<file path="src/rtl/wps_pkg.sv">
package wps_pkg;

  localparam int BYTE_W = 8;

  typedef enum logic [2:0] {
    ST_IDLE,
    ST_REQ_PTR,
    ST_GET_PTR,
    ST_REQ_ADR,
    ST_GET_ADR,
    ST_REQ_DAT,
    ST_GET_DAT,
    ST_FIN
  } wps_state_e;

  typedef enum logic [1:0] {
    SEL_PTR,
    SEL_ADR,
    SEL_DAT
  } wps_sel_e;

endpackage

</file>
<file path="src/rtl/wps_list_addr.sv">
module wps_list_addr
  import wps_pkg::*;
#(
  parameter int RET_AW  = 9,
  parameter int PTR_LOC = 'h128,
  parameter int IDX_W   = 7
) (
  input  wps_sel_e            sel_i,
  input  logic [BYTE_W-1:0]   base_lo_i,
  input  logic [IDX_W-1:0]    idx_i,
  output logic [RET_AW-1:0]   addr_o
);

  localparam logic [RET_AW-1:0] PTR_A = RET_AW'(PTR_LOC);
  localparam int PAGE_W = RET_AW - BYTE_W;

  // list base: page of the pointer location, pointer byte as low part
  function automatic logic [RET_AW-1:0] list_base(input logic [BYTE_W-1:0] lo);
    return {PTR_A[RET_AW-1:BYTE_W], lo};
  endfunction

  // slot address of entry idx, byte odd (0 = address byte, 1 = data byte),
  // wrapped within the retained space
  function automatic logic [RET_AW-1:0] slot_addr(input logic [BYTE_W-1:0] lo,
                                                  input logic [IDX_W-1:0] idx,
                                                  input logic odd);
    logic [31:0] sum;
    sum = 32'(list_base(lo)) + (32'(idx) << 1) + 32'(odd);
    return sum[RET_AW-1:0];
  endfunction

  generate
    if (PAGE_W < 1) begin : g_bad_width
      initial $display("wps_list_addr: RET_AW must exceed 8");
    end
  endgenerate

  always_comb begin
    unique case (sel_i)
      SEL_ADR: addr_o = slot_addr(base_lo_i, idx_i, 1'b0);
      SEL_DAT: addr_o = slot_addr(base_lo_i, idx_i, 1'b1);
      default: addr_o = PTR_A;
    endcase
  end

endmodule

</file>
<file path="src/rtl/wps_entry_ctr.sv">
module wps_entry_ctr #(
  parameter int MAX_ENTRIES = 64,
  parameter int CNT_W       = $clog2(MAX_ENTRIES + 1)
) (
  input  logic             clk,
  input  logic             rst_n,
  input  logic             clr_i,
  input  logic             inc_i,
  output logic [CNT_W-1:0] cnt_o,
  output logic             at_limit_o
);

  localparam logic [CNT_W-1:0] LIMIT = CNT_W'(MAX_ENTRIES);

  assign at_limit_o = (cnt_o == LIMIT);

  always_ff @(posedge clk) begin
    if (!rst_n || clr_i) begin
      cnt_o <= '0;
    end else if (inc_i && !at_limit_o) begin
      cnt_o <= cnt_o + 1'b1;
    end
  end

endmodule

</file>
<file path="src/rtl/wps_ctrl.sv">
module wps_ctrl
  import wps_pkg::*;
(
  input  logic              clk,
  input  logic              rst_n,
  input  logic              wake_i,
  input  logic [BYTE_W-1:0] rd_data_i,
  input  logic              at_limit_i,
  output logic              rd_en_o,
  output wps_sel_e          sel_o,
  output logic [BYTE_W-1:0] base_lo_o,
  output logic [BYTE_W-1:0] adr_lo_o,
  output logic              wr_en_o,
  output logic              done_o,
  output logic              busy_o,
  output logic              err_o,
  output logic              cnt_clr_o,
  output logic              cnt_inc_o,
  output logic              wake_take_o,
  output logic              ptr_zero_o,
  output logic              list_end_o,
  output logic              overflow_o
);

  wps_state_e state_q, state_d;
  logic       byte_zero;

  assign byte_zero   = (rd_data_i == '0);
  assign wake_take_o = (state_q == ST_IDLE) && wake_i;
  assign ptr_zero_o  = (state_q == ST_GET_PTR) && byte_zero;
  assign list_end_o  = (state_q == ST_GET_ADR) && byte_zero;
  assign overflow_o  = (state_q == ST_GET_ADR) && !byte_zero && at_limit_i;

  always_comb begin
    state_d = state_q;
    unique case (state_q)
      ST_IDLE:    if (wake_i) state_d = ST_REQ_PTR;
      ST_REQ_PTR: state_d = ST_GET_PTR;
      ST_GET_PTR: state_d = byte_zero ? ST_FIN : ST_REQ_ADR;
      ST_REQ_ADR: state_d = ST_GET_ADR;
      ST_GET_ADR: state_d = (byte_zero || at_limit_i) ? ST_FIN : ST_REQ_DAT;
      ST_REQ_DAT: state_d = ST_GET_DAT;
      ST_GET_DAT: state_d = ST_REQ_ADR;
      ST_FIN:     state_d = ST_IDLE;
      default:    state_d = ST_IDLE;
    endcase
  end

  always_comb begin
    unique case (state_q)
      ST_REQ_ADR: sel_o = SEL_ADR;
      ST_REQ_DAT: sel_o = SEL_DAT;
      default:    sel_o = SEL_PTR;
    endcase
  end

  assign rd_en_o   = (state_q == ST_REQ_PTR) || (state_q == ST_REQ_ADR) ||
                     (state_q == ST_REQ_DAT);
  assign wr_en_o   = (state_q == ST_GET_DAT);
  assign done_o    = (state_q == ST_FIN);
  assign busy_o    = (state_q != ST_IDLE) && (state_q != ST_FIN);
  assign cnt_clr_o = wake_take_o;
  assign cnt_inc_o = wr_en_o;

  always_ff @(posedge clk) begin
    if (!rst_n) begin
      state_q   <= ST_IDLE;
      base_lo_o <= '0;
      adr_lo_o  <= '0;
      err_o     <= 1'b0;
    end else begin
      state_q <= state_d;
      if (state_q == ST_GET_PTR) base_lo_o <= rd_data_i;
      if (state_q == ST_GET_ADR) adr_lo_o  <= rd_data_i;
      if (wake_take_o)     err_o <= 1'b0;
      else if (overflow_o) err_o <= 1'b1;
    end
  end

endmodule

</file>
<file path="src/rtl/wake_patch_seq.sv">
module wake_patch_seq
  import wps_pkg::*;
#(
  parameter int RET_AW      = 9,
  parameter int PTR_LOC     = 'h128,
  parameter int CFG_AW      = 10,
  parameter int CFG_PAGE    = 'h300,
  parameter int MAX_ENTRIES = 64
) (
  input  logic              clk,
  input  logic              rst_n,
  input  logic              wake_i,
  output logic              ret_rd_en_o,
  output logic [RET_AW-1:0] ret_rd_addr_o,
  input  logic [7:0]        ret_rd_data_i,
  output logic              cfg_wr_en_o,
  output logic [CFG_AW-1:0] cfg_wr_addr_o,
  output logic [7:0]        cfg_wr_data_o,
  output logic              busy_o,
  output logic              done_o,
  output logic              err_o
);

  localparam int CNT_W = $clog2(MAX_ENTRIES + 1);

  // volatile write address: fixed page plus the entry's address byte
  function automatic logic [CFG_AW-1:0] cfg_target(input logic [BYTE_W-1:0] lo);
    return CFG_AW'(CFG_PAGE) + CFG_AW'(lo);
  endfunction

  wps_sel_e          rd_sel_w;
  logic [BYTE_W-1:0] base_lo_w;
  logic [BYTE_W-1:0] adr_lo_w;
  logic [CNT_W-1:0]  entry_cnt_w;
  logic              at_limit_w;
  logic              cnt_clr_w;
  logic              cnt_inc_w;
  logic              wake_take_w;
  logic              ptr_zero_w;
  logic              list_end_w;
  logic              overflow_w;

  wps_ctrl u_ctrl (
    .clk         (clk),
    .rst_n       (rst_n),
    .wake_i      (wake_i),
    .rd_data_i   (ret_rd_data_i),
    .at_limit_i  (at_limit_w),
    .rd_en_o     (ret_rd_en_o),
    .sel_o       (rd_sel_w),
    .base_lo_o   (base_lo_w),
    .adr_lo_o    (adr_lo_w),
    .wr_en_o     (cfg_wr_en_o),
    .done_o      (done_o),
    .busy_o      (busy_o),
    .err_o       (err_o),
    .cnt_clr_o   (cnt_clr_w),
    .cnt_inc_o   (cnt_inc_w),
    .wake_take_o (wake_take_w),
    .ptr_zero_o  (ptr_zero_w),
    .list_end_o  (list_end_w),
    .overflow_o  (overflow_w)
  );

  wps_entry_ctr #(
    .MAX_ENTRIES (MAX_ENTRIES),
    .CNT_W       (CNT_W)
  ) u_ctr (
    .clk        (clk),
    .rst_n      (rst_n),
    .clr_i      (cnt_clr_w),
    .inc_i      (cnt_inc_w),
    .cnt_o      (entry_cnt_w),
    .at_limit_o (at_limit_w)
  );

  wps_list_addr #(
    .RET_AW  (RET_AW),
    .PTR_LOC (PTR_LOC),
    .IDX_W   (CNT_W)
  ) u_addr (
    .sel_i     (rd_sel_w),
    .base_lo_i (base_lo_w),
    .idx_i     (entry_cnt_w),
    .addr_o    (ret_rd_addr_o)
  );

  assign cfg_wr_addr_o = cfg_target(adr_lo_w);
  assign cfg_wr_data_o = ret_rd_data_i;

endmodule

</file>
<file path="config.mk">
export PLATFORM = sky130hd
export DESIGN_NAME = wake_patch_seq
export DESIGN_NICKNAME = d
export VERILOG_FILES = /design/src/rtl/wps_pkg.sv /design/src/rtl/wps_list_addr.sv /design/src/rtl/wps_entry_ctr.sv /design/src/rtl/wps_ctrl.sv /design/src/rtl/wake_patch_seq.sv
export SDC_FILE = /design/constraint.sdc
export NUM_CORES = 1
export LEC_CHECK = 0
export BUFFER_PORTS_ARGS = -buffer_cell sky130_fd_sc_hd__buf_2
export CORE_MARGIN = 4
export CORE_UTILIZATION = 55
export CTS_CLUSTER_DIAMETER = 150
export DETAILED_ROUTE_END_ITERATION = 8
export PLACE_DENSITY = 0.79
export SETUP_SLACK_MARGIN = 0.2
export SLEW_MARGIN = 20
export SYNTH_ARGS = -nofsm -noshare
export SYNTH_HDL_FRONTEND = slang
export SYNTH_SLANG_ARGS = --single-unit
</file>
<file path="constraint.sdc">
create_clock -name clk -period 4.9 [get_ports clk]
set_clock_uncertainty 0.05 [all_clocks]
set_input_delay 0.245 -clock clk [delete_from_list [all_inputs] [get_ports clk]]
set_output_delay 0.245 -clock clk [all_outputs]
set_load 0.005 [all_outputs]
</file>
Word-level counts from Yosys, hierarchy flattened
Index checks and enable logic that the tools add are counted.
{"block": "op_classes", "addsub": 4, "n_eq_ne": 12, "n_mux": 6, "n_bitwise": 1, "n_reduce_logical": 16}
{"op": "3-bit one-hot mux with 8 select lines", "n": 1}
{"op": "9-bit one-hot mux with 2 select lines", "n": 1}
{"op": "3-bit equality test, second input constant", "n": 4}
{"op": "9-bit by 9-bit adder with 10-bit output, first input constant", "n": 1}
{"op": "9-bit by 1-bit adder with 9-bit output, second input constant", "n": 1}
{"op": "9-bit by 8-bit adder with 9-bit output", "n": 1}
{"op": "8-bit logical NOT", "n": 1}
{"op": "7-bit by 1-bit adder with 7-bit output, second input constant", "n": 1}
{"op": "7-bit equality test, second input constant", "n": 1}
{"op": "3-bit by 2-bit equality test with 1-bit output, second input constant", "n": 2}
{"op": "3-bit 2-to-1 mux", "n": 2}
{"op": "1-bit logical AND", "n": 5}
{"op": "1-bit logical OR", "n": 4}
{"op": "2-bit one-hot mux with 2 select lines", "n": 1}
{"op": "3-bit by 1-bit equality test with 1-bit output, second input constant", "n": 1}
{"op": "1-bit logical NOT", "n": 3}
{"op": "3-bit logical NOT", "n": 1}
{"op": "3-bit != test, second input constant", "n": 1}
{"op": "3-bit nonzero test", "n": 1}
{"op": "2-bit by 1-bit equality test with 1-bit output, second input constant", "n": 1}
{"op": "2-bit equality test, second input constant", "n": 1}
{"op": "2-bit 2-to-1 mux", "n": 1}
{"op": "2-bit != test, second input constant", "n": 1}
{"op": "2-bit OR reduction", "n": 1}
{"op": "1-bit NOT", "n": 1}
{"block": "totals", "reg_bits": 27, "inputBits": 11, "out_inout_bits": 32}

Longest topological paths before layout
Gate-level depths: netlist (run 1).
{"block": "logic_depth", "ltp_word": 4, "mapped_depth": 8, "ltp_nobuf": 8}

By module
Synthesis (run 1) repeated with hierarchy kept, for this count alone.
{"block": "hier_totals", "cells_unflattened": 226, "area_unflattened_um2": 1979.4}
{"mod": "wps_ctrl", "n_inst": 1, "cells_each": 92, "area_each_um2": 918.4, "seq_area_each_um2": 400.4}
{"mod": "wps_list_addr", "n_inst": 1, "cells_each": 81, "area_each_um2": 624.3, "seq_area_each_um2": 0.0}
{"mod": "wps_entry_ctr", "n_inst": 1, "cells_each": 42, "area_each_um2": 357.8, "seq_area_each_um2": 140.1}
{"mod": "wake_patch_seq", "n_inst": 1, "cells_each": 11, "area_each_um2": 78.8, "seq_area_each_um2": 0.0}

Least setup slack after synthesis (run 1)
No wires, ideal clock.
{"block": "synth_path", "kind": "reg-to-output", "start": "reg u_ctr.cnt_o[0]", "end": "out ret_rd_addr_o[8]", "arrival_ps": 2199, "path_slack_ps": 2406, "path_stages_with_launch": 9, "path_cell_list": "dfxtp_1 ha_1 fa_1 and3_1 o21a_1 o211ai_1 nand4_1 xnor2_1 a221o_1"}
{"block": "synth_via", "elab_chain_len": 3}
{"item": "start: declaration", "line_no": "wps_entry_ctr.sv:9", "source": "output logic [CNT_W-1:0] cnt_o,"}
{"item": "start signal: assignment", "line_no": "wps_entry_ctr.sv:21", "source": "cnt_o <= cnt_o + 1'b1;"}
{"item": "9-bit by 8-bit adder with 9-bit output *", "line_no": "wps_list_addr.sv:28", "source": "sum = 32'(list_base(lo)) + (32'(idx) << 1) + 32'(odd);"}
{"item": "9-bit by 1-bit adder with 9-bit output", "line_no": "wps_list_addr.sv:28"}
{"item": "9-bit one-hot mux with 2 select lines *", "line_no": "wps_list_addr.sv:39", "source": "unique case (sel_i)"}
{"item": "end: declaration", "line_no": "wake_patch_seq.sv:14", "source": "output logic [RET_AW-1:0] ret_rd_addr_o,"}
Mark *: on every way between the ends. The rest lies on a longest branch, timed or not.

Worst setup path after layout (run 1)
Ends and elaborated chain as after synthesis.

==> metrics.md, run 1 <==
| Metric | Value |
|---|---|
| End point of the critical path | `ret_rd_addr_o[8]` |
| Number of nets with antenna violations after detailed routing | `0` |
| Unrepaired setup endpoints after global routing | `no` |
| Yosys top cell area share | `28.6%` |
| Routability congestion estimate | `0.786` |
| Via density | `5.31` |
| Share of the synthesized area in compound gates (AO/OA/AOI/OAI) | `16.0%` |
| Clock tree from TritonCTS | `built` |
| Initial antenna violation count | `0` |
| Post-synth EDFFs | `0` |
| Async SR Flop Fraction | `0%` |
| Final wirelength | `3.57 mm` |
| Number of global-route vias before repair | `1396` |
| Layout Nets | `273` |
| DRC | `0` |
| Min-Delay Path Class | `in -> reg` |
| Standby leakage power | `0.886 nW` |
| Top_reg_cell synth | `sky130_fd_sc_hd__dfxtp_1` |
| Synthesized-area fraction occupied by and/or/nand/nor cells | `26.7%` |
| DR WL/cell | `12.2 µm` |
| End of the worst register-to-register path | `u_ctr.cnt_o[2]` |
| Num CTS Buffers | `3` |
| Start of the worst register-to-register path | `u_ctr.cnt_o[1]` |
| Die Y | `66.6 µm` |
| CP startpoint | `u_ctr.cnt_o[0]` |
| Worst Setup Start Kind | `register` |
| Final Hold Slack | `0.128 ns` |
| Final critical delay including setup and external delays | `3.12 ns` |
| Maximum root-to-sink buffer count | `2` |
| Die Wd | `66.6 µm` |
| Syn Inst Count | `223` |
| Core box area | `0.00334 mm²` |
| # placed instances | `290` |
| Row cnt | `21` |
| Adder-cell share of the synthesized area | `9.00%` |
| Per-instance average area after synthesis | `8.48 µm²` |
| Sort of element at the end of the critical path | `output pin` |
| Die footprint | `0.00444 mm²` |
| Unique cell type count in the Yosys netlist | `52` |
| Setup Viol. Count Final | `0` |
| Final count of hold timing violations | `0` |
| Total track usage | `17.1%` |
| Largest cells by area after synthesis | `sky130_fd_sc_hd__dfxtp_1 29%, sky130_fd_sc_hd__ha_1 7.9%, sky130_fd_sc_hd__nand2_1 5.0%` |
| Vias after detailed routing | `1560` |
| Number of top-level design ports | `43` |
| Standard cell with the maximum stage delay on the critical path | `sky130_fd_sc_hd__fa_1` |
| Core occupancy in the finished layout | `61.2%` |
| Layout cell share with drive strength beyond 1 | `23.0%` |
| First-pass GRT wire length | `5.93 mm` |
| Crit path DAT | `2.83 ns` |
| HPWL after DPL | `2.77 mm` |
| Cell type contributing the most total cell area after synthesis | `sky130_fd_sc_hd__dfxtp_1` |
| Synth-to-layout area growth | `8.01%` |
| Effective utilization at floorplan | `56.7%` |
| Portion of netlist area occupied by mux cells | `5.36%` |
| Upper clock frequency limit | `320 MHz` |
| IR drop worst, VDD | `0.158 mV` |
| Remaining global-route overflow | `0` |
| Port bufs | `40` |
| Power after layout | `0.396 mW` |
| Outcome | `finished clean` |
| Clock tree sinks | `27` |
| Number of storage elements in the synthesis netlist | `27` |
| Max Cap Viol | `0` |
| R2R cell count | `8` |
| CP peak stage delay | `0.42 ns` |
| Worst max-slew margin expressed relative to the limit | `66.0%` |
| Final std cell area, no fill | `0.00204 mm²` |
| Final Max Slew Viols | `0` |
| Area of the mapped netlist | `0.00189 mm²` |
| Post-cts hold buffer count | `0` |
| Cell at the root of the clock tree | `sky130_fd_sc_hd__clkbuf_4` |
| Power per standard cell area | `194 mW/mm²` |
| Worst path setup slack after routing | `1.78 ns` |
| Xor and xnor area share after synthesis | `5.10%` |
| Buffers inserted by post-CTS timing repair | `0` |
| Actual slew at the worst max-slew pin | `0.506 ns` |
| Post-DP Area | `0.00201 mm²` |
| WS Path Type | `reg -> out` |
| Maximum fanout count along the critical path | `6` |
| Clock transition at the register clock pins on the worst setup and hold paths after CTS | `0.14 ns` |
| Required time of the critical path | `4.61 ns` |
| Pin count of the biggest net entering global routing | `21` |
| Combinational family with the most area after synthesis | `simple AND/OR/NAND/NOR gates` |
| Warnings, synthesis | `0` |
| Post-Route Setup TNS | `0 ns` |
| Count of H-tree levels built during CTS | `1` |
| Clock latency on the worst-skew pair | `0.33 ns` |
| Sequential element share of the synthesized area | `28.6%` |
| Diodes inserted | `0` |
| Ordered list of cells on the worst path | `ha_1 > fa_1 > and3_1 > o21a_1 > nor2_1 > nand4_1 > xnor2_1 > a221o_1 > buf_2` |
| First-pass DRT Iterations | `4` |
| Most frequent cells in the layout | `40 x sky130_fd_sc_hd__buf_2, 27 x sky130_fd_sc_hd__dfxtp_1, 25 x sky130_fd_sc_hd__nand2_1, 21 x sky130_fd_sc_hd__nor2_1, 12 x sky130_fd_sc_hd__ha_1` |
| Minimum setup slack among reg-to-reg paths | `3.10 ns` |
| Final Cycle Share | `63.7%` |
| Final std cells w/o fill | `294` |
| CTS resizes | `0` |
| Post-Place Setup Slack | `2.17 ns` |
| Drt initial violations | `40` |
| Most frequent standard cell in the layout excluding fill and tap cells | `sky130_fd_sc_hd__buf_2` |
[synthesized netlist by cell type (all sizes together) (4+ instances only)]
cell    count
dfxtp      27
nand2      25
nor2       21
buf        13
ha         12
a21boi     10
nor2b      10
mux2i       9
clkbuf      8
inv         7
xor2        7
o21ai       6
a21oi       5
nand3       4
nor3        4
xnor2       4
[sequential cells by signal, summed over array words and instances (netlist names)]
signal	flops
u_ctrl.adr_lo_o	8
u_ctrl.err_o	1
u_ctrl.base_lo_o	8
u_ctr.cnt_o	7
u_ctrl.state_q	3
[where the power goes]
| part | leakage (nW) | switching (mW) | total [mW] | internal (mW) |
|---|---|---|---|---|
| clock | 0.0177 | 0.0639 | 0.0946 | 0.0307 |
| sequential | 0.219 | 0.00827 | 0.235 | 0.226 |
| combinational | 0.649 | 0.0352 | 0.0667 | 0.0314 |
| total | 0.886 | 0.107 | 0.396 | 0.289 |
[worst min path at each step]
stage / slack, ns / endpoint / startpoint / cells after the start
4_1_cts: 0.12 / u_ctrl.adr_lo_o[6] / ret_rd_data_i[6] / 3
2_1_floorplan: 0.34 / u_ctrl.adr_lo_o[0] / ret_rd_data_i[0] / 2
5_1_grt: 0.11 / u_ctrl.adr_lo_o[6] / ret_rd_data_i[6] / 3
3_3_place_gp: 0.40 / u_ctrl.adr_lo_o[4] / u_ctrl.adr_lo_o[4] / 2
3_5_place_dp: 0.40 / u_ctrl.adr_lo_o[3] / u_ctrl.adr_lo_o[3] / 2
6_report: 0.13 / u_ctrl.adr_lo_o[4] / ret_rd_data_i[4] / 3
[cell families (layout without fill, tap and decap cells)]
logic type      Yosys count  after routing
simple gates             94             94
compound gates           39             39
buf+inv                  28             52
flops                    27             27
fa+ha+maj                13             13
xor+xnor                 11             11
mux                      10             10
other cells               1              2
[routing by layer]
| metal | wire length [µm] | global-route usage, % | share of wire (%) |
|---|---|---|---|
| met2 | 1610 | 27.6 | 45 |
| met5 | 0 | 0 | 0 |
| met3 | 172 | 3.54 | 4.8 |
| met4 | 48 | 5.33 | 1.3 |
| met1 | 1740 | 22.7 | 49 |
[critical path: cells and delay by family (launching register included)]
family,cells,cell delay (ns)
simple gates,3,0.70
compound gates,2,0.48
fa+ha+maj,2,0.67
buf+inv,1,0.12
flops,1,0.37
xor+xnor,1,0.16
[cell type report]
type	instances	area (µm²)
sequential	27	541
clock buffer	3	22.5
inverter	7	26.3
multi-input combinational	169	1180
tap	46	57.6
clock inverter	1	5.00
fill	333	1290
timing repair buffer	41	208
(Power assumes the default switching activity.)
==> run 2: changes to the inputs <==
ABC_AREA = 1   (was unset)
CORE_UTILIZATION = 53   (was 55)
PLACE_DENSITY = 0.77   (was 0.79)
clock period = 2.9 ns   (was 4.9 ns; I/O delays follow)
==> run 2 against run 1 <==
Routed wire length grew 12%. Combinational power grew 21%. Core utilization grew 2.7 points. Cell area grew 4.4%. Via count grew 14%. Largest power group unchanged. Highest routed layer unchanged.
==> metrics.md, run 2 <==
| Metric | Value |
|---|---|
| Outcome | `finished clean` |
| Final critical delay including setup and external delays | `2.60 ns` |
| Cell at the root of the clock tree | `sky130_fd_sc_hd__clkbuf_4` |
| Final wirelength | `4.01 mm (+12%)` |
| # placed instances | `353 (+22%)` |
| Cell type contributing the most total cell area after synthesis | `sky130_fd_sc_hd__dfxtp_1` |
| Clock tree from TritonCTS | `built` |
| Die footprint | `0.00443 mm² (-0.14%)` |
| Drt initial violations | `79 (+98%)` |
| Post-synth EDFFs | `0 (unchanged)` |
| Via density | `4.92 (-7.3%)` |
| Sort of element at the end of the critical path | `output pin` |
| Most frequently used cell type in the post-synthesis netlist | `sky130_fd_sc_hd__nand2_1` |
| Layout cell share with drive strength beyond 1 | `22.8% (-0.20 points)` |
| Most frequent cells in the layout | `53 x sky130_fd_sc_hd__nand2_1, 49 x sky130_fd_sc_hd__nor2_1, 40 x sky130_fd_sc_hd__buf_2, 33 x sky130_fd_sc_hd__inv_1, 26 x sky130_fd_sc_hd__dfxtp_1` |
| Remaining global-route overflow | `0 (unchanged)` |
| Post-Route Setup TNS | `0 ns (unchanged)` |
| Switching power summed over all nets | `0.174 mW (+62%)` |
| Number of top-level design ports | `43 (unchanged)` |
| Final std cell area, no fill | `0.00213 mm² (+4.4%)` |
| Warnings, synthesis | `0 (unchanged)` |
| Maximum root-to-sink buffer count | `2 (unchanged)` |
| Power after layout | `0.635 mW (+60%)` |
| Most frequent standard cell in the layout excluding fill and tap cells | `sky130_fd_sc_hd__nand2_1` |
| Core box area | `0.00334 mm² (unchanged)` |
| Standby leakage power | `1.02 nW (+16%)` |
| Row cnt | `21 (unchanged)` |
| Fraction of power spent switching nets | `27.4% (+0.26 points)` |
| Upper clock frequency limit | `385 MHz` |
| Async SR Flop Fraction | `0% (unchanged)` |
| Combinational share of power | `12.7% (-4.1 points)` |
| Diodes inserted | `0 (unchanged)` |
| Actual slew at the worst max-slew pin | `0.542 ns (+0.0351 ns)` |
| Min-Delay Path Class | `in -> reg` |
| Maximum fanout count along the critical path | `4 (-2)` |
| Minimum setup slack among reg-to-reg paths | `1.22 ns (-1.88 ns)` |
| Syn Inst Count | `280 (+26%)` |
| DR WL/cell | `11.1 µm (-8.9%)` |
| Die Wd | `66.6 µm (about the same)` |
| Final std cells w/o fill | `362 (+23%)` |
| First-pass DRT Iterations | `4 (unchanged)` |
| DRC | `0 (unchanged)` |
| Yosys top cell area share | `29.7% (+1.1 points)` |
| Vias after detailed routing | `1781 (+14%)` |
| Effective utilization at floorplan | `54.5% (-2.1 points)` |
| Post-cts hold buffer count | `0 (unchanged)` |
| Required time of the critical path | `2.71 ns (-1.90 ns)` |
| Layout Nets | `341 (+25%)` |
| Number of global-route vias before repair | `1588 (+14%)` |
| Initial antenna violation count | `0 (unchanged)` |
| Pin count of the biggest net entering global routing | `20 (-4.8%)` |
| Unique cell type count in the Yosys netlist | `27 (-48%)` |
| Final count of hold timing violations | `0 (unchanged)` |
| Count of H-tree levels built during CTS | `1 (unchanged)` |
| Core occupancy in the finished layout | `63.9% (+2.7 points)` |
| Worst Setup Start Kind | `register` |
| Port bufs | `40 (unchanged)` |
| Clock tree sinks | `27 (unchanged)` |
| Top_reg_cell synth | `sky130_fd_sc_hd__dfxtp_1` |
| Setup Viol. Count Final | `0 (unchanged)` |
| Power per standard cell area | `298 mW/mm² (+54%)` |
| Number of storage elements in the synthesis netlist | `27 (unchanged)` |
| Die Y | `66.6 µm (about the same)` |
| Final Cycle Share | `89.7%` |
| Crit path DAT | `2.40 ns (-0.43 ns)` |
| Worst max-slew margin expressed relative to the limit | `63.7% (-2.3 points)` |
| Sequential element share of the synthesized area | `29.7% (+1.1 points)` |
| First-pass GRT wire length | `6.71 mm (+13%)` |
| Total track usage | `19.1% (+2.0 points)` |
| Design internal power | `0.461 mW (+60%)` |
| IR drop worst, VDD | `0.271 mV (+71%)` |
| Top post-synthesis cells by count | `57 x sky130_fd_sc_hd__nand2_1, 53 x sky130_fd_sc_hd__nor2_1, 33 x sky130_fd_sc_hd__inv_1` |
| Largest cells by area after synthesis | `sky130_fd_sc_hd__dfxtp_1 30%, sky130_fd_sc_hd__nand2_1 12%, sky130_fd_sc_hd__nor2_1 11%` |
| Max Cap Viol | `0 (unchanged)` |
| Synth-to-layout area growth | `17.1%` |
| Number of nets with antenna violations after detailed routing | `0 (unchanged)` |
| Routability congestion estimate | `0.840 (+6.8%)` |
| WS Path Type | `reg -> out` |
| Clock transition at the register clock pins on the worst setup and hold paths after CTS | `0.15 ns (about the same)` |
| HPWL after DPL | `3.05 mm (+9.8%)` |
| Unrepaired setup endpoints after global routing | `yes` |
| Per-instance average area after synthesis | `6.50 µm² (-23%)` |
| Final Max Slew Viols | `0 (unchanged)` |
| Largest registers ranked by flip-flop count | `u_ctrl.adr_lo_o: 8 flops, u_ctrl.base_lo_o: 8 flops, u_ctr.cnt_o: 7 flops` |
| Num CTS Buffers | `3 (unchanged)` |
| Post-DP Area | `0.00199 mm² (-1.2%)` |
| Portion of total power attributed to the clock network | `26.2% (+2.3 points)` |
| Area of the mapped netlist | `0.00182 mm² (-3.8%)` |
| Power share of the sequential group | `61.1% (+1.8 points)` |
| Clock latency on the worst-skew pair | `0.33 ns (about the same)` |
run 2: cell count changes after synthesis, moves of 10 or more:
cell / before / now
sky130_fd_sc_hd__a21boi_0: 10 / 0
sky130_fd_sc_hd__nand3_1: 4 / 19
sky130_fd_sc_hd__nor2b_1: 10 / 0
sky130_fd_sc_hd__nand2_1: 25 / 57
sky130_fd_sc_hd__inv_1: 7 / 33
sky130_fd_sc_hd__o21ai_0: 3 / 21
sky130_fd_sc_hd__nor2_1: 21 / 53
run 2: per-stage QoR:
step                setup WS [ns]  hold WS [ns]
global placement            0.663         0.356
floorplan                   0.833         0.230
finish                      0.300        0.0161
detailed placement          0.606         0.370
CTS                         0.223       0.00177
global route                0.116       0.00392
run 2: cells by family (layout without fill, tap and decap cells):
family,after synthesis,after routing,synth area share (%)
and+or+nand+nor,142,142,33.4
buffers and inverters,50,85,12.4
AOI/OAI and AO/OA,43,43,13.0
DFF,27,27,29.7
adders and majority gates,13,13,9.35
xor gates and xnor gates,4,4,1.93
other,1,2,0.206
run 2: final timing paths:
path / from / to / cells past startpoint
worst min register to register: u_ctrl.err_o / u_ctrl.err_o / 2
worst min-delay path: wake_i / u_ctrl.state_q[0] / 3
worst max-delay path: u_ctr.cnt_o[0] / ret_rd_addr_o[7] / 11
worst max register to register: u_ctr.cnt_o[1] / u_ctr.cnt_o[5] / 8
run 2: layout make-up:
class / instances / area, µm²
repair buffers: 45 / 238
clock inverters: 1 / 7.51
multi-input cells: 204 / 1130
well taps: 46 / 57.6
flip-flops and latches: 27 / 544
inverters: 36 / 135
clock buffers: 3 / 22.5
fillers: 325 / 1210
run 2: routing by layer:
layer	track usage, %	up-vias	share of wire [%]
met5	0	-	0
met4	4.57	0	0.47
met3	3.54	2	3.4
met2	32.5	31	46
met1	24.8	782	50
li1	-	966	-
run 2: critical path: stages, from the launching register on:
cell                      delay [ns]
sky130_fd_sc_hd__dfxtp_4        0.38
sky130_fd_sc_hd__ha_4           0.17
sky130_fd_sc_hd__fa_2           0.61
sky130_fd_sc_hd__nand3_2        0.12
sky130_fd_sc_hd__nor2_4         0.12
sky130_fd_sc_hd__nand3_2        0.11
sky130_fd_sc_hd__nor2_4         0.13
sky130_fd_sc_hd__nand2_1        0.06
sky130_fd_sc_hd__nand2_1        0.06
sky130_fd_sc_hd__nand3_1        0.07
sky130_fd_sc_hd__a21oi_2        0.12
sky130_fd_sc_hd__buf_2          0.11
run 2: repair_timing:
item,CTS,global route
cloned,0,0
gates resized for setup,1,19
pin swaps,0,9
buffers inserted,0,5
setup endpoints to repair,1,3
run 2: power by group through the flow:
stage                     clock network (mW)  registers, mW  logic [mW]
after global routing                   0.189          0.390      0.0922
after detailed placement                   0          0.397      0.0771
after floorplan                            0          0.395      0.0554
final                                  0.166          0.388      0.0804
after global placement                     0          0.397      0.0765
after CTS                              0.175          0.389      0.0774
==> run 3: changes to the inputs <==
ABC_AREA = unset   (was 1)
CORE_UTILIZATION = 54   (was 53)
PLACE_DENSITY = 0.78   (was 0.77)
==> run 3 against run 2 <==
Combinational power increased by 53%. Sequential power increased by 2%. Critical path depth decreased by 3. Core utilization increased by 0.73 points. Sequential share of layout area decreased by 0.26 points. Hold slack improved by 0.0036 ns. Clock power about the same. Critical endpoint is now ret_rd_addr_o[8].
==> metrics.md, run 3 (same netlist as run 1, synthesis figures left out) <==
| Metric | Value |
|---|---|
| Multi-input gate area | `0.00126 mm² (+12%)` |
| Maximum root-to-sink buffer count | `2 (unchanged)` |
| Sort of element at the end of the critical path | `output pin` |
| Num CTS Buffers | `3 (unchanged)` |
| # placed instances | `292 (-17%)` |
| Remaining global-route overflow | `0 (unchanged)` |
| Actual slew at the worst max-slew pin | `0.537 ns (-0.00410 ns)` |
| Min-Delay Path Class | `in -> reg` |
| Final Hold Slack | `0.0197 ns (+0.00360 ns)` |
| Minimum setup slack among reg-to-reg paths | `1.06 ns (-0.16 ns)` |
| Cell at the root of the clock tree | `sky130_fd_sc_hd__clkbuf_4` |
| Power after layout | `0.687 mW (+8.1%)` |
| Worst max-slew margin expressed relative to the limit | `63.9% (+0.21 points)` |
| Count of H-tree levels built during CTS | `1 (unchanged)` |
| Required time of the critical path | `2.71 ns (about the same)` |
| Standby leakage power | `0.903 nW (-12%)` |
| Worst path setup slack after routing | `0.192 ns (-0.108 ns)` |
| Final count of hold timing violations | `0 (unchanged)` |
| Layout Nets | `279 (-18%)` |
| Hold path endpoint | `u_ctrl.adr_lo_o[7]` |
| Row cnt | `21 (unchanged)` |
| Clock tree from TritonCTS | `built` |
| Final critical delay including setup and external delays | `2.71 ns (+0.108 ns)` |
| Number of top-level design ports | `43 (unchanged)` |
| End of the worst register-to-register path | `u_ctr.cnt_o[2]` |
| Maximum fanout count along the critical path | `4 (unchanged)` |
| Initial antenna violation count | `0 (unchanged)` |
| Core box area | `0.00336 mm² (+0.79%)` |
| Effective utilization at floorplan | `56.2% (+1.7 points)` |
| Post-cts hold buffer count | `0 (unchanged)` |
| Port bufs | `40 (unchanged)` |
| Die Wd | `67.2 µm (+0.88%)` |
| Die Y | `67.2 µm (+0.88%)` |
| First-pass DRT Iterations | `4 (unchanged)` |
| Via density | `5.43 (+10%)` |
| WS Path Type | `reg -> out` |
| First-pass GRT wire length | `6.36 mm (-5.2%)` |
| Clock latency on the worst-skew pair | `0.33 ns (about the same)` |
| Outcome | `finished clean` |
| Final wirelength | `3.78 mm (-5.6%)` |
| Clock transition at the register clock pins on the worst setup and hold paths after CTS | `0.15 ns (about the same)` |
| DRC | `0 (unchanged)` |
| Synth-to-layout area growth | `14.9%` |
| Layout cell share with drive strength beyond 1 | `31.1% (+8.3 points)` |
| Start of the worst register-to-register path | `u_ctr.cnt_o[0]` |
| Worst hold path cell count | `3 (unchanged)` |
| FF+latch area | `549 µm² (+0.92%)` |
| Final Cycle Share | `93.4% (+3.7 points)` |
| Worst Setup Start Kind | `register` |
| Number of fillers in the final layout | `337 (+3.7%)` |
| Final Max Slew Viols | `0 (unchanged)` |
| Final std cells w/o fill | `300 (-17%)` |
| Crit path DAT | `2.51 ns (+0.11 ns)` |
| CP startpoint | `u_ctr.cnt_o[0]` |
| Pin count of the biggest net entering global routing | `21 (+5.0%)` |
| Unrepaired setup endpoints after global routing | `yes` |
| Setup Viol. Count Final | `0 (unchanged)` |
| Post-Route Setup TNS | `0 ns (unchanged)` |
| Beginning of the worst hold path | `ret_rd_data_i[7]` |
| Drt initial violations | `47 (-41%)` |
| Routability congestion estimate | `0.808 (-3.8%)` |
| Max Cap Viol | `0 (unchanged)` |
| Power per standard cell area | `316 mW/mm² (+6.1%)` |
| Post-Place Setup Slack | `0.253 ns (-0.353 ns)` |
| R2R cell count | `9 (+1)` |
| DR WL/cell | `12.6 µm (+14%)` |
| Vias after detailed routing | `1630 (-8.5%)` |
| Die footprint | `0.00451 mm² (+1.8%)` |
| HPWL after DPL | `2.91 mm (-4.6%)` |
| Clock tree sinks | `27 (unchanged)` |
| Upper clock frequency limit | `369 MHz (-4.0%)` |
| Number of global-route vias before repair | `1548 (-2.5%)` |
| Most frequent cells in the layout | `40 x sky130_fd_sc_hd__buf_2, 24 x sky130_fd_sc_hd__nand2_1, 22 x sky130_fd_sc_hd__dfxtp_1, 21 x sky130_fd_sc_hd__nor2_1` |
| Diodes inserted | `0 (unchanged)` |
| Number of nets with antenna violations after detailed routing | `0 (unchanged)` |
| IR drop worst, VDD | `0.294 mV (+8.8%)` |
| Most frequent standard cell in the layout excluding fill and tap cells | `sky130_fd_sc_hd__buf_2` |
| Total track usage | `17.8% (-1.3 points)` |
| Largest registers ranked by flip-flop count | `u_ctrl.adr_lo_o: 8 flops, u_ctrl.base_lo_o: 8 flops, u_ctr.cnt_o: 7 flops` |
[run 3: cell types whose count changed in the layout (fill, tap and decap cells not counted), sizes merged, moves of 4 or more]
| cell | change |
|---|---|
| nand3 | -15 |
| a21oi | -8 |
| mux2i | +9 |
| xor2 | +4 |
| a21boi | +10 |
| inv | -29 |
| o21ai | -15 |
| nand2 | -33 |
| nor2b | +10 |
| nor2 | -34 |
[run 3: final cells by class]
cell class | count | share of cell area (%)
flip-flops and latches | 27 | 25.3
clock inverters | 1 | 0.346
well taps | 46 | 2.65
inverters | 7 | 1.21
clock buffers | 3 | 1.04
repair buffers | 47 | 11.6
multi-input cells | 169 | 57.8
[run 3: worst max-delay path by stage]
stage / to / slack, ns / cells after the start
after floorplan: ret_rd_addr_o[8] / 0.51 / 8
after global routing: ret_rd_addr_o[8] / 0.08 / 9
after global placement: ret_rd_addr_o[8] / 0.31 / 9
after detailed placement: ret_rd_addr_o[8] / 0.25 / 9
final: ret_rd_addr_o[8] / 0.19 / 8
after CTS: ret_rd_addr_o[7] / 0.15 / 9
[run 3: per-stage QoR]
| stage | instance area (µm²) | util (%) |
|---|---|---|
| 2_1_floorplan | 1890 | - |
| 3_3_place_gp | 2030 | 60.3 |
| 3_5_place_dp | 2030 | 60.3 |
| 4_1_cts | 2120 | 63.2 |
| 5_1_grt | 2170 | 64.6 |
| 6_report | 2170 | 64.6 |
[run 3: routing by layer]
metal,vias up,global-route usage (%),share of wire (%)
li1,827,-,-
met4,0,7.09,1.2
met5,-,0,0
met1,760,22.7,46
met3,6,2.83,5.2
met2,37,30.1,48
[run 3: what timing repair did]
| item | CTS | global route |
|---|---|---|
| setup buffers | 4 | 0 |
| endpoints found under the hold margin | 0 | 0 |
| endpoints found under the setup margin | 4 | 4 |
| pin swaps | 6 | 5 |
| gates resized for setup | 8 | 11 |
[run 3: worst max-delay path, stage by stage, from the launching register on]
cell and delay, ns:
sky130_fd_sc_hd__dfxtp_2 0.36, sky130_fd_sc_hd__ha_4 0.16, sky130_fd_sc_hd__fa_2 0.57, sky130_fd_sc_hd__nand2_2 0.09, sky130_fd_sc_hd__nor4_4 0.30, sky130_fd_sc_hd__nand4_1 0.14
sky130_fd_sc_hd__xnor2_1 0.15, sky130_fd_sc_hd__a221o_1 0.28, sky130_fd_sc_hd__buf_2 0.12
[run 3: report_power, final]
part	leakage (nW)	internal, mW	switching, mW
registers	0.221	0.382	0.0145
clock network	0.0139	0.0529	0.114
logic	0.667	0.0598	0.0636
total	0.903	0.495	0.192
